### config.mk
export PLATFORM = sky130hd
export DESIGN_NAME = glitch_vote_filter
export DESIGN_NICKNAME = d
export VERILOG_FILES = /design/src/rtl/gvf_pkg.sv /design/src/rtl/gvf_sync.sv /design/src/rtl/gvf_prescaler.sv /design/src/rtl/gvf_vote.sv /design/src/rtl/glitch_vote_filter.sv
export SDC_FILE = /design/constraint.sdc
export NUM_CORES = 1
export LEC_CHECK = 0
export BUFFER_PORTS_ARGS = -buffer_cell sky130_fd_sc_hd__buf_2
export CORE_MARGIN = 3
export CORE_UTILIZATION = 55
export CTS_CLUSTER_SIZE = 25
export DETAILED_ROUTE_END_ITERATION = 16
export GPL_TIMING_DRIVEN = 0
export PLACE_DENSITY = 0.83
export SYNTH_ARGS = -nofsm -noshare
export SYNTH_HDL_FRONTEND = slang
export SYNTH_SLANG_ARGS = --single-unit
export TNS_END_PERCENT = 50
### constraint.sdc
create_clock -name clk -period 5.5 [get_ports clk]
set_clock_uncertainty 0.1 [all_clocks]
set_input_delay 0 -clock clk [delete_from_list [all_inputs] [get_ports clk]]
set_output_delay 0 -clock clk [all_outputs]
set_load 0.01 [all_outputs]
### src/rtl/gvf_pkg.sv
package gvf_pkg;
    localparam int CODE_W    = 3;
    localparam int MAX_RATIO = 1024;
    localparam int CNT_W     = $clog2(MAX_RATIO);

    typedef logic [CODE_W-1:0] rate_code_t;

    localparam rate_code_t CODE_BYPASS = 3'd0;

    // Clocks per sample for each code; 0 marks the bypass code.
    function automatic int unsigned ratio_of(rate_code_t code);
        int unsigned r;
        case (code)
            3'd1:    r = 1;
            3'd2:    r = 4;
            3'd3:    r = 16;
            3'd4:    r = 64;
            3'd5:    r = 256;
            3'd6:    r = 512;
            3'd7:    r = 1024;
            default: r = 0;
        endcase
        return r;
    endfunction
endpackage

### src/rtl/gvf_sync.sv
module gvf_sync #(
    parameter int DEPTH = 2
) (
    input  logic clk,
    input  logic rst_n,
    input  logic async_in,
    output logic level
);
    typedef struct packed {
        logic [DEPTH-1:0] chain;
    } sync_state_t;

    sync_state_t st_d, st_q;

    always_comb begin
        st_d       = st_q;
        st_d.chain = {st_q.chain[DEPTH-2:0], async_in};
    end

    always_ff @(posedge clk or negedge rst_n) begin
        if (!rst_n) st_q <= '0;
        else        st_q <= st_d;
    end

    assign level = st_q.chain[DEPTH-1];
endmodule

### src/rtl/gvf_prescaler.sv
module gvf_prescaler
    import gvf_pkg::*;
#(
    parameter int W = CNT_W
) (
    input  logic       clk,
    input  logic       rst_n,
    input  rate_code_t cfg,
    input  logic       restart,
    output logic       samp_en
);
    typedef struct packed {
        logic [W-1:0] cnt;
    } pre_state_t;

    pre_state_t   st_d, st_q;
    logic [W-1:0] term;
    logic         active;

    always_comb begin
        active  = (cfg != CODE_BYPASS);
        term    = W'(ratio_of(cfg) - 32'd1);
        samp_en = active && !restart && (st_q.cnt == term);

        st_d = st_q;
        if (restart || !active) st_d.cnt = '0;
        else if (samp_en)       st_d.cnt = '0;
        else                    st_d.cnt = st_q.cnt + 1'b1;
    end

    always_ff @(posedge clk or negedge rst_n) begin
        if (!rst_n) st_q <= '0;
        else        st_q <= st_d;
    end
endmodule

### src/rtl/gvf_vote.sv
module gvf_vote #(
    parameter int DEPTH = 3
) (
    input  logic             clk,
    input  logic             rst_n,
    input  logic             bypass,
    input  logic             reload,
    input  logic             samp_en,
    input  logic             level,
    output logic             filt,
    output logic [DEPTH-1:0] samples
);
    typedef struct packed {
        logic [DEPTH-1:0] smp;
        logic             out;
    } vote_state_t;

    vote_state_t st_d, st_q;
    logic        all_hi, all_lo;

    always_comb begin
        all_hi = &st_q.smp;
        all_lo = ~|st_q.smp;

        st_d = st_q;
        if (reload)       st_d.smp = {DEPTH{level}};
        else if (samp_en) st_d.smp = {st_q.smp[DEPTH-2:0], level};

        if (bypass)      st_d.out = level;
        else if (all_hi) st_d.out = 1'b1;
        else if (all_lo) st_d.out = 1'b0;
    end

    always_ff @(posedge clk or negedge rst_n) begin
        if (!rst_n) st_q <= '0;
        else        st_q <= st_d;
    end

    assign filt    = st_q.out;
    assign samples = st_q.smp;
endmodule

### src/rtl/glitch_vote_filter.sv
module glitch_vote_filter
    import gvf_pkg::*;
#(
    parameter int SYNC_DEPTH = 2,
    parameter int VOTE_DEPTH = 3
) (
    input  logic       clk,
    input  logic       rst_n,
    input  logic       raw_in,
    input  logic [2:0] rate_sel,
    output logic       filt_out
);
    typedef struct packed {
        rate_code_t cfg;
    } top_state_t;

    top_state_t            st_d, st_q;
    rate_code_t            cfg_now;
    logic                  code_change;
    logic                  sync_lvl;
    logic                  samp_en;
    logic [VOTE_DEPTH-1:0] vote_smp;

    always_comb begin
        code_change = (rate_sel != st_q.cfg);
        st_d        = st_q;
        st_d.cfg    = rate_sel;
    end

    always_ff @(posedge clk or negedge rst_n) begin
        if (!rst_n) st_q <= '0;
        else        st_q <= st_d;
    end

    assign cfg_now = st_q.cfg;

    gvf_sync #(.DEPTH(SYNC_DEPTH)) u_sync (
        .clk      (clk),
        .rst_n    (rst_n),
        .async_in (raw_in),
        .level    (sync_lvl)
    );

    gvf_prescaler #(.W(CNT_W)) u_pre (
        .clk     (clk),
        .rst_n   (rst_n),
        .cfg     (cfg_now),
        .restart (code_change),
        .samp_en (samp_en)
    );

    gvf_vote #(.DEPTH(VOTE_DEPTH)) u_vote (
        .clk     (clk),
        .rst_n   (rst_n),
        .bypass  (cfg_now == CODE_BYPASS),
        .reload  (code_change),
        .samp_en (samp_en),
        .level   (sync_lvl),
        .filt    (filt_out),
        .samples (vote_smp)
    );
endmodule

# --- Yosys cells after proc, flatten, opt, wreduce, memory -nomap -nowiden ---
# Cells that the tools add are included.
classes:
  shifts: 0
  mux: 8
  n_eq_ne: 10
  multipliers: 0
  n_div: 0
  addsub: 2
  n_lt_le_gt_ge: 0
  n_bitwise: 0
  reduce_logical: 10
op_table:
  columns: ["cell", "n"]
  rows:
  - ["$pmux 10 s7", 1]
  - ["$mux 10", 2]
  - ["$eq 3x3->1 const B", 4]
  - ["$add 10x1->10 const B", 1]
  - ["$eq 10x10->1", 1]
  - ["$sub 10x1->10 const B", 1]
  - ["$eq 3x2->1 const B", 2]
  - ["$mux 3", 2]
  - ["$eq 3x1->1 const B", 1]
  - ["$logic_not 3->1", 1]
  - ["$mux 1", 3]
  - ["$ne 3x1->1 const B", 1]
  - ["$ne 3x3->1", 1]
  - ["$reduce_and 3->1", 1]
  - ["$reduce_bool 3->1", 1]
  - ["$reduce_or 3->1", 1]
  - ["$logic_and 1x1->1", 2]
  - ["$logic_not 1->1", 2]
  - ["$reduce_bool 2->1", 1]
  - ["$logic_or 1x1->1", 1]
totals:
  register_bits: 19
  mem_count: 0
  romBits: 0
  latchBits: 0
  out_inout_bits: 1
  ramBits: 0
  input_bits: 6

# --- Logic depth before layout (Yosys ltp) ---
# Gate-level depths: netlist of the first run.
logic_depth:
  word_depth: 7
  ltp_mapped: 12
  mapped_depth_nobuf: 9

# --- Hierarchy ---
# Synthesis of the first run repeated with hierarchy kept, for this count alone.
hier_totals:
  cells_unflattened: 121
  hier_area_um2: 1164.9
modules_own_cells:
  columns: ["mod", "cells_each", "instances", "area_per_inst_um2"]
  rows:
  - ["gvf_prescaler", 93, 1, 814.5]
  - ["gvf_vote", 18, 1, 188.9]
  - ["glitch_vote_filter", 8, 1, 111.4]
  - ["gvf_sync", 2, 1, 50.0]

# --- Worst setup path after synthesis of the first run ---
# Ideal clock, no wire load.
synth_timing:
  kind: "reg-to-reg"
  start: "register st_q (netlist bit cfg_now[2])"
  end: "register u_vote.st_q (netlist bit u_vote.samples[0])"
  path_stages_with_launch: 11
  t_arrival_ps: 2533
  setup_time_ps: 127
  setup_slack_ps: 2740
  t_required_ps: 5273
  period_less_slack_ps: 2760
  path_buffers: 2
  cell_sequence: "dfrtp_1 buf_6 or3b_4 ha_1 clkbuf_1 xnor2_1 mux2_2 a211oi_1 o2111ai_2 nand2_1 mux2_1"
synth_between:
  elab_chain_len: 6
synth_rtl:
  columns: ["element", "line", "source"]
  rows:
  - ["start, declared", "glitch_vote_filter.sv:17", "top_state_t st_d, st_q;"]
  - ["start signal, assigned", "glitch_vote_filter.sv:32", "else st_q <= st_d;"]
  - ["$eq 3x3->1, or another cell as far along", "gvf_pkg.sv:13", "case (code)"]
  - ["$pmux 10 s7", "gvf_pkg.sv:13", null]
  - ["$sub 10x1->10", "gvf_prescaler.sv:22", "term = W'(ratio_of(cfg) - 32'd1);"]
  - ["$eq 10x10->1", "gvf_prescaler.sv:23", "samp_en = active && !restart && (st_q.cnt == term);"]
  - ["$logic_and 1x1->1", "gvf_prescaler.sv:23", null]
  - ["$reduce_bool 2->1 (no line)", null, null]
  - ["end signal, assigned", "gvf_vote.sv:36", "else st_q <= st_d;"]
  - ["end, declared", "gvf_vote.sv:18", "vote_state_t st_d, st_q;"]
# Parallel ways exist; a longest one is shown, timed or not.
# A chain may end at the register's enable or synchronous reset.

# --- Worst setup path in the final report of the first run ---
# Same ends and word-level chain as after synthesis.

==> results of run 1 <==
==> stage by stage <==
| stage | power [mW] | setup WS, ps | instance area, µm² | hold slack [ps] | std cells |
|---|---|---|---|---|---|
| 3_5_place_dp | 0.1939 | 2464 | 1215 | -136.2 | 157 |
| 4_1_cts | 0.2670 | 2445 | 1291 | 70.88 | 166 |
| 3_3_place_gp | 0.1918 | 2558 | 1215 | -146.3 | 157 |
| 5_1_grt | 0.2805 | 2236 | 1291 | 74.58 | 166 |
| 2_1_floorplan | 0.1809 | 2740 | 1154 | -395.6 | 126 |
| 6_report | 0.2641 | 2421 | 1291 | 59.85 | 166 |
==> final timing paths <==
check,start,endpoint,depth (start not counted)
setup reg to reg,cfg_now[2]$_DFF_PN0_,u_vote.samples[0]$_DFFE_PN0P_,10
hold reg to reg,u_sync.st_q[0]$_DFF_PN0_,u_sync.st_q[1]$_DFF_PN0_,0
setup / recovery,cfg_now[2]$_DFF_PN0_,u_vote.samples[0]$_DFFE_PN0P_,10
max in group asynchronous,rst_n,u_pre.st_q[1]$_DFF_PN0_,2
min in group clk,raw_in,u_sync.st_q[0]$_DFF_PN0_,2
hold / removal,rst_n,u_pre.st_q[7]$_DFF_PN0_,2
==> cell usage in the layout, fill, tap and decap left out, types with 4 or more instances in the layout <==
master / instances
a21oi_1: 5
buf_2: 7
clkbuf_1: 6
dfrtp_1: 19
dlygate4sd3_1: 5
nand2_1: 9
nand3_1: 7
nor2_1: 18
nor2b_1: 4
xnor2_1: 9
xor2_1: 7
==> power by group <==
part | internal [mW] | switching, mW | total (mW) | leakage (nW)
Sequential | 0.146 | 0.00516 | 0.151 | 0.246
Clock | 0.0282 | 0.0416 | 0.0698 | 0.0150
Combinational | 0.0191 | 0.0241 | 0.0432 | 0.254
Total | 0.193 | 0.0709 | 0.264 | 0.514
==> layer usage <==
| metal | vias to the layer above | share of wire, % | global-route usage [%] |
|---|---|---|---|
| met2 | 17 | 43 | 28.60 |
| li1 | 464 | - | - |
| met5 | - | 0 | 0 |
| met3 | 7 | 3.0 | 4.011 |
| met4 | 0 | 2.2 | 9.607 |
| met1 | 438 | 52 | 26.79 |
==> logic make-up after synthesis <==
family	Yosys count	share of synthesized area (%)
AOI/OAI and AO/OA	24	15.40
xor gates and xnor gates	16	12.15
muxes	2	1.952
and+or+nand+nor	53	23.10
DFF	19	41.22
adders and majority gates	2	2.169
buffers and inverters	10	4.013
==> registers in the layout (all words and copies together) (netlist names) <==
signal and flops:
cfg_now 3, u_pre.st_q 10, u_sync.st_q 2, u_vote.filt 1, u_vote.samples 3
==> layout make-up <==
type                    instances  share of cell area [%]
multi-input cells              97                   48.93
flip-flops and latches         19                   36.82
repair buffers                 11                   6.202
plain buffers                   7                   2.713
well taps                      25                   2.422
clock buffers                   4                   2.035
inverters                       3                  0.8721
==> timing repair <==
action | CTS | global route
setup endpoints to repair | 0 | 0
hold buffers | 5 | 0
buffers inserted | 0 | 0
hold endpoints to repair | 23 | 0
==> metrics.md, run 1 <==
| Metric | Value |
|---|---|
| Yosys reg bits | 19 |
| Largest net degree at the start of global routing | 20 |
| Slowest cell on the critical path | dfrtp_1 |
| CP Class | flop to flop |
| Max-slew violation count | 0 |
| Area occupied by multi-input gates | 631.9 µm² |
| Core Footprint | 1858 µm² |
| Path category of the worst min-delay check | primary input to async pin |
| Setup TNS | 0 ps |
| Die Height | 51.80 µm |
| Leakage | 0.5142 nW |
| Chip Width | 51.80 µm |
| Worst Setup End Kind | flop |
| Vias in the first global route | 857 |
| I/O Buffers | 6 |
| Top-count cell post-synth | dfrtp_1 |
| Post-layout util | 69.49% |
| Hold Fails Final Rpt | 0 |
| Worst reg-to-reg setup slack | 2420 ps |
| Normalized max-slew margin | 58.92% |
| Clk slew on worst S/H paths | 110 ps |
| Post_cts resized | 0 |
| Root buffer cell | clkbuf_4 |
| Mapped Cells | 126 |
| Initial DRC Count | 26 |
| Initial Util | 62.09% |
| Gr ovfl total | 0 |
| Outcome | finished, final reports clean |
| Row count | 15 |
| Reg area | 475.5 µm² |
| Post-route clock period utilization | 55.98% |
| # IOs | 7 |
| CP Data Required Time | 5580 ps |
| First-pass GRT wire length | 3870 µm |
| Mapped Avg Cell Area | 9.156 µm² |
| Synth area leader | dfrtp_1 |
| CP cell instances | buf_6 > or3b_4 > ha_1 > clkbuf_1 > xnor2_1 > mux2_2 > a211oi_1 > o2111ai_2 > nand2_1 > mux2_1 |
| Ys flop type | dfrtp_1 |
| Vias per cell | 5.578 |
| CP Data Arrival Time | 3160 ps |
| Synthesized area | 1154 µm² |
| Worst skew pair latency | 290 ps |
| Final ANT Viol Nets | 0 |
| Top-area cell type share of the netlist area | 41.21% |
| CP Buf/Inv Count | 2 |
| RePlAce Congestion | 0.8025 |
| Top delay family on crit path | compound AO/OA/AOI/OAI gates |
| Power per cell area | 204.5 nW/µm² |
| Tightest Pin Transition | 608.5 ps |
| Clk buf depth | 2 |
| CTS tree | done |
| Antenna diodes | 0 |
| Commonest cells post-synth | dfrtp_1 (19), nor2_1 (18), nand2_1 (9), xnor2_1 (9) |
| Antenna violations before repair | 0 |
| Crit path time final | 3079 ps |
| Post-synthesis sequential area ratio | 41.21% |
| Number of detailed-route iterations in the first pass | 4 |
| RSZ-0062 raised after global routing | no |
| H-tree levels | 1 |
| Post-synth EDFFs | 0 |
| Die Area | 2683 µm² |
| GRT Util Overall | 19.36% |
| Synth area leaders | dfrtp_1 (41%), xnor2_1 (6.8%), nor2_1 (5.9%) |
| Cts bufs inserted | 3 |
| Vias | 926 |
| Peak VDD IR | 0.1352 mV |
| Synthesis Warnings | 0 |
| Async SR Flop Fraction | 100.0% |
| Drt total wl | 2269 µm |
| Layout area overhead | 11.93% |
| Max-cap violations | 0 |
| Wire per inst | 13.67 µm |
| Synth Net Count | 134 |
| HPWL after DPL | 1633 µm |
| Final setup viols | 0 |
| Crit path largest cell delay | 390 ps |
| Layout cell share with drive strength beyond 1 | 12.77% |
| Fillers | 145 |
| Crit-path max FO | 10 |
| Final Net Count | 150 |
| Fmax achieved | 0.3248 GHz |
| Yosys cell types | 42 |
| Clock sinks | 19 |
| DR DRC count | 0 |
| Crit start category | flop |
Power figures use the tool's default switching activity.
==> run 2: changes to the inputs <==
--- a/config.mk
+++ b/config.mk
@@ -5,13 +5,14 @@
 export SDC_FILE = /design/constraint.sdc
 export NUM_CORES = 1
 export LEC_CHECK = 0
+export ABC_AREA = 1
 export BUFFER_PORTS_ARGS = -buffer_cell sky130_fd_sc_hd__buf_2
 export CORE_MARGIN = 3
 export CORE_UTILIZATION = 55
 export CTS_CLUSTER_SIZE = 25
 export DETAILED_ROUTE_END_ITERATION = 16
 export GPL_TIMING_DRIVEN = 0
-export PLACE_DENSITY = 0.83
+export PLACE_DENSITY = 0.85
 export SYNTH_ARGS = -nofsm -noshare
 export SYNTH_HDL_FRONTEND = slang
 export SYNTH_SLANG_ARGS = --single-unit
==> constraint.sdc (replaced) <==
create_clock -name clk -period 2.8 [get_ports clk]
set_clock_uncertainty 0.1 [all_clocks]
set_input_delay 0 -clock clk [delete_from_list [all_inputs] [get_ports clk]]
set_output_delay 0 -clock clk [all_outputs]
set_load 0.01 [all_outputs]
==> run 2 against run 1 <==
  * Clock power is 99% higher
  * Design area is 27% higher
  * Synthesized cell count is 46% higher
  * First-iteration DRC count is 62% higher
  * Sequential power is 97% higher
  * Setup slack worse by 1700 ps
  * Sequential share of layout area is 7.8 points lower
  * Via count is 31% higher
  * Power is 120% higher
  * Count of clock-buffer cells in the layout stayed put
  * Maximum frequency is 45% higher
  * Hold slack better by 1.8 ps
==> metrics.md, run 2 <==
| Metric | Value |
|---|---|
| Outcome | finished, final reports clean (unchanged) |
| Largest net degree at the start of global routing | 20 (unchanged) |
| Gr ovfl total | 0 (unchanged) |
| Synthesized area | 1494 µm² (was 1154 µm²) |
| GR peak layer | met2 (unchanged) |
| First-pass GRT wire length | 5244 µm (was 3870 µm) |
| Leakage | 0.7884 nW (was 0.5142 nW) |
| Mapped Avg Cell Area | 8.119 µm² (was 9.156 µm²) |
| Yosys cell types | 32 (was 42) |
| Internal power | 0.3940 mW (was 0.1932 mW) |
| Post-synthesis xor/xnor area fraction | 4.606% (was 12.15%) |
| Largest family of logic cells by synthesized area | simple AND/OR/NAND/NOR gates (unchanged) |
| Worst Setup End Kind | flop (unchanged) |
| Most common cell after layout, fill and taps aside | nand2_1 (was dfrtp_1) |
| RePlAce Congestion | 0.9430 (was 0.8025) |
| DR DRC count | 0 (unchanged) |
| CP Class | flop to flop (unchanged) |
| Antenna violations before repair | 0 (unchanged) |
| CP Data Arrival Time | 2210 ps (was 3160 ps) |
| Crit start category | flop (unchanged) |
| Finished Cell Area | 1638 µm² (was 1291 µm²) |
| Peak VDD IR | 0.3180 mV (was 0.1352 mV) |
| Logic gate share of total power | 23.7% (was 16.4%) |
| Grt met1 use | 26.93% (was 26.79%) |
| Antenna diodes | 0 (unchanged) |
| Post-CTS Hold Buffers | 5 (unchanged) |
| Final ANT Viol Nets | 0 (unchanged) |
| Worst reg2reg startpoint | cfg_now[1]$_DFF_PN0_ (was cfg_now[2]$_DFF_PN0_) |
| Clk buf depth | 2 (unchanged) |
| Clk slew on worst S/H paths | 110 ps (about the same) |
| Die Area | 3377 µm² (was 2683 µm²) |
| Setup bufs post-CTS | 0 (unchanged) |
| Cts bufs inserted | 3 (unchanged) |
| Core Footprint | 2522 µm² (was 1858 µm²) |
| Number of detailed-route iterations in the first pass | 4 (unchanged) |
| Mapped Cells | 184 (was 126) |
| Root buffer cell | clkbuf_4 (unchanged) |
| HPWL after DPL | 2266 µm (was 1633 µm) |
| Post_cts resized | 0 (unchanged) |
| Synth area leaders | dfrtp_1 (32%), nand2_1 (12%), nor3_2 (6.7%) (was dfrtp_1 (41%), xnor2_1 (6.8%), nor2_1 (5.9%)) |
| Chip Width | 58.12 µm (was 51.80 µm) |
| Synth Area in Compound Gates | 3.350% (was 15.40%) |
| Post-synthesis sequential area ratio | 31.83% (was 41.21%) |
| Synth area leader | dfrtp_1 (unchanged) |
| Final setup viols | 0 (unchanged) |
| Sw frac | 31.02% (was 26.83%) |
| Clk pwr share | 24.4% (was 26.4%) |
| Clock sinks | 19 (unchanged) |
| Hold Fails Final Rpt | 0 (unchanged) |
| Commonest cells post-synth | nand2_1 (48), dfrtp_1 (19), inv_1 (19) (was dfrtp_1 (19), nor2_1 (18), nand2_1 (9), xnor2_1 (9)) |
| Max-slew violation count | 0 (unchanged) |
| Async SR Flop Fraction | 100.0% (unchanged) |
| Ys flop type | dfrtp_1 (unchanged) |
| Max-cap violations | 0 (unchanged) |
| Layout cell share with drive strength beyond 1 | 29.65% (was 12.77%) |
| Tightest Pin Transition | 439.7 ps (was 608.5 ps) |
| Normalized max-slew margin | 70.69% (was 58.92%) |
| Path category of the worst min-delay check | primary input to async pin (unchanged) |
| NetSw | 0.1772 mW (was 0.07085 mW) |
| H-tree levels | 1 (unchanged) |
| Synth Net Count | 192 (was 134) |
| GRT Util Overall | 20.12% (was 19.36%) |
| Vias | 1209 (was 926) |
| Wire per inst | 12.59 µm (was 13.67 µm) |
| Initial Util | 59.23% (was 62.09%) |
| GR Util met3 | 2.895% (was 4.011%) |
| Sequential power share | 51.9% (was 57.2%) |
| I/O Buffers | 6 (unchanged) |
| Post-route clock period utilization | 75.88% (was 55.98%) |
| CP Data Required Time | 2890 ps (was 5580 ps) |
| Worst skew pair latency | 290 ps (about the same) |
| RSZ-0062 raised after global routing | no (unchanged) |
| Synthesis Warnings | 0 (unchanged) |
| Setup TNS | 0 ps (unchanged) |
| Layout area overhead | 9.631% (was 11.93%) |
| GR Util met2 | 33.06% (was 28.60%) |
| Max reg flops | 10 (unchanged) |
| Mux contribution to synthesized area | 0% (was 1.952%) |
| Post-synthesis adder-cell area fraction | 1.675% (was 2.169%) |
| Post-Synth Simple-Gate Area | 48.07% (was 23.10%) |
| Row count | 18 (was 15) |
| Drt total wl | 2882 µm (was 2269 µm) |
| Top-count cell post-synth | nand2_1 (was dfrtp_1) |
| Top-area cell type share of the netlist area | 31.83% (was 41.21%) |
| Reg2Reg Depth | 14 (was 10) |
| Power per cell area | 348.7 nW/µm² (was 204.5 nW/µm²) |
| Crit-path max FO | 9 (was 10) |
| Commonest non-fill, non-tap cells in the layout | nand2_1 (48), inv_1 (19), dfrtp_1 (19), nand3_1 (16), nor2_1 (13) (was dfrtp_1 (19), nor2_1 (18), xnor2_1 (9), nand2_1 (9)) |
| Final Net Count | 208 (was 150) |
| Crit path time final | 2125 ps (was 3079 ps) |
| Placed cell area | 1562 µm² (was 1215 µm²) |
| FF-to-FF End | u_pre.st_q[4]$_DFF_PN0_ (was u_vote.samples[0]$_DFFE_PN0P_) |
| CTS tree | done (unchanged) |
| Most flops, register | u_pre.st_q (unchanged) |
| Fmax achieved | 0.4707 GHz (was 0.3248 GHz) |
| Die Height | 58.12 µm (was 51.80 µm) |
| Vias per cell | 5.279 (was 5.578) |
| Post-synth EDFFs | 0 (unchanged) |
| Initial DRC Count | 42 (was 26) |
| Vias in the first global route | 1169 (was 857) |
| Worst reg-to-reg setup slack | 680 ps (was 2420 ps) |
| Yosys reg bits | 19 (unchanged) |
| # IOs | 7 (unchanged) |
==> run 2: cell count changes after synthesis, moves of 4 or more <==
cell      change
nand2_2       +8
nand3_2       +5
nand3_1       +9
inv_1        +16
xnor2_1       -7
nor2_1        -5
nor2b_1       -4
a21oi_1       -4
nor3_2       +10
nand2_1      +39
clkbuf_1      -5
==> run 2: metrics by stage <==
stage | setup slack (ps) | utilization (%) | cells | hold slack (ps) | power (mW)
global route | 468.5 | 64.93 | 229 | 82.88 | 0.6104
floorplan | 892.5 | - | 184 | -395.6 | 0.4018
finish | 675.3 | 64.93 | 229 | 61.68 | 0.5711
CTS | 646.2 | 64.93 | 229 | 70.12 | 0.5769
global placement | 760.4 | 61.90 | 220 | -154.9 | 0.4259
detailed placement | 671.7 | 61.90 | 220 | -131.9 | 0.4319
==> run 2: worst max-delay path by stage <==
| stage | start | endpoint | slack [ps] | cells past startpoint |
|---|---|---|---|---|
| floorplan | cfg_now[1]$_DFF_PN0_ | u_pre.st_q[8]$_DFF_PN0_ | 890 | 14 |
| global placement | cfg_now[2]$_DFF_PN0_ | u_vote.samples[0]$_DFFE_PN0P_ | 760 | 12 |
| detailed placement | cfg_now[1]$_DFF_PN0_ | u_pre.st_q[5]$_DFF_PN0_ | 670 | 14 |
| CTS | cfg_now[1]$_DFF_PN0_ | u_pre.st_q[7]$_DFF_PN0_ | 650 | 14 |
| global route | cfg_now[1]$_DFF_PN0_ | u_vote.samples[2]$_DFFE_PN0P_ | 470 | 14 |
| finish | cfg_now[1]$_DFF_PN0_ | u_pre.st_q[4]$_DFF_PN0_ | 680 | 14 |
==> run 2: critical path, stage by stage, from the launching register on <==
cell and delay [ps]:
dfrtp_1 400, buf_6 170, inv_6 70, nor2_4 30, nand2_1 50, ha_1 280, inv_1 100, nand2_1 110
nand2_1 70, nand2_2 70, nand2_2 60, nor2_2 120, nand3_4 110, nor2_8 210, nor3_2 60
==> run 2: power by group through the flow <==
| stage | logic [mW] | clock network, mW | registers, mW |
|---|---|---|---|
| floorplan | 0.100 | 0 | 0.302 |
| global placement | 0.125 | 0 | 0.300 |
| detailed placement | 0.130 | 0 | 0.302 |
| CTS | 0.136 | 0.145 | 0.296 |
| global route | 0.151 | 0.160 | 0.299 |
| finish | 0.135 | 0.139 | 0.297 |
==> run 2: layer usage <==
metal  vias to the layer above  part of all wire (%)
met1                       564                    45
met5                         -                     0
li1                        615                     -
met3                         4                   4.2
met2                        26                    50
met4                         0                   1.5
==> run 2: cell type report <==
cell class	count	area [µm²]
fillers	225	884.6
repair buffers	11	80.08
well taps	30	37.54
plain buffers	4	45.04
multi-input cells	136	862.1
inverters	25	111.4
clock buffers	4	26.28
flip-flops and latches	19	475.5
==> run 2: kinds of logic after synthesis <==
logic type      after synthesis
compound gates                6
xor+xnor                      7
fa+ha+maj                     2
buf+inv                      29
flops                        19
simple gates                121
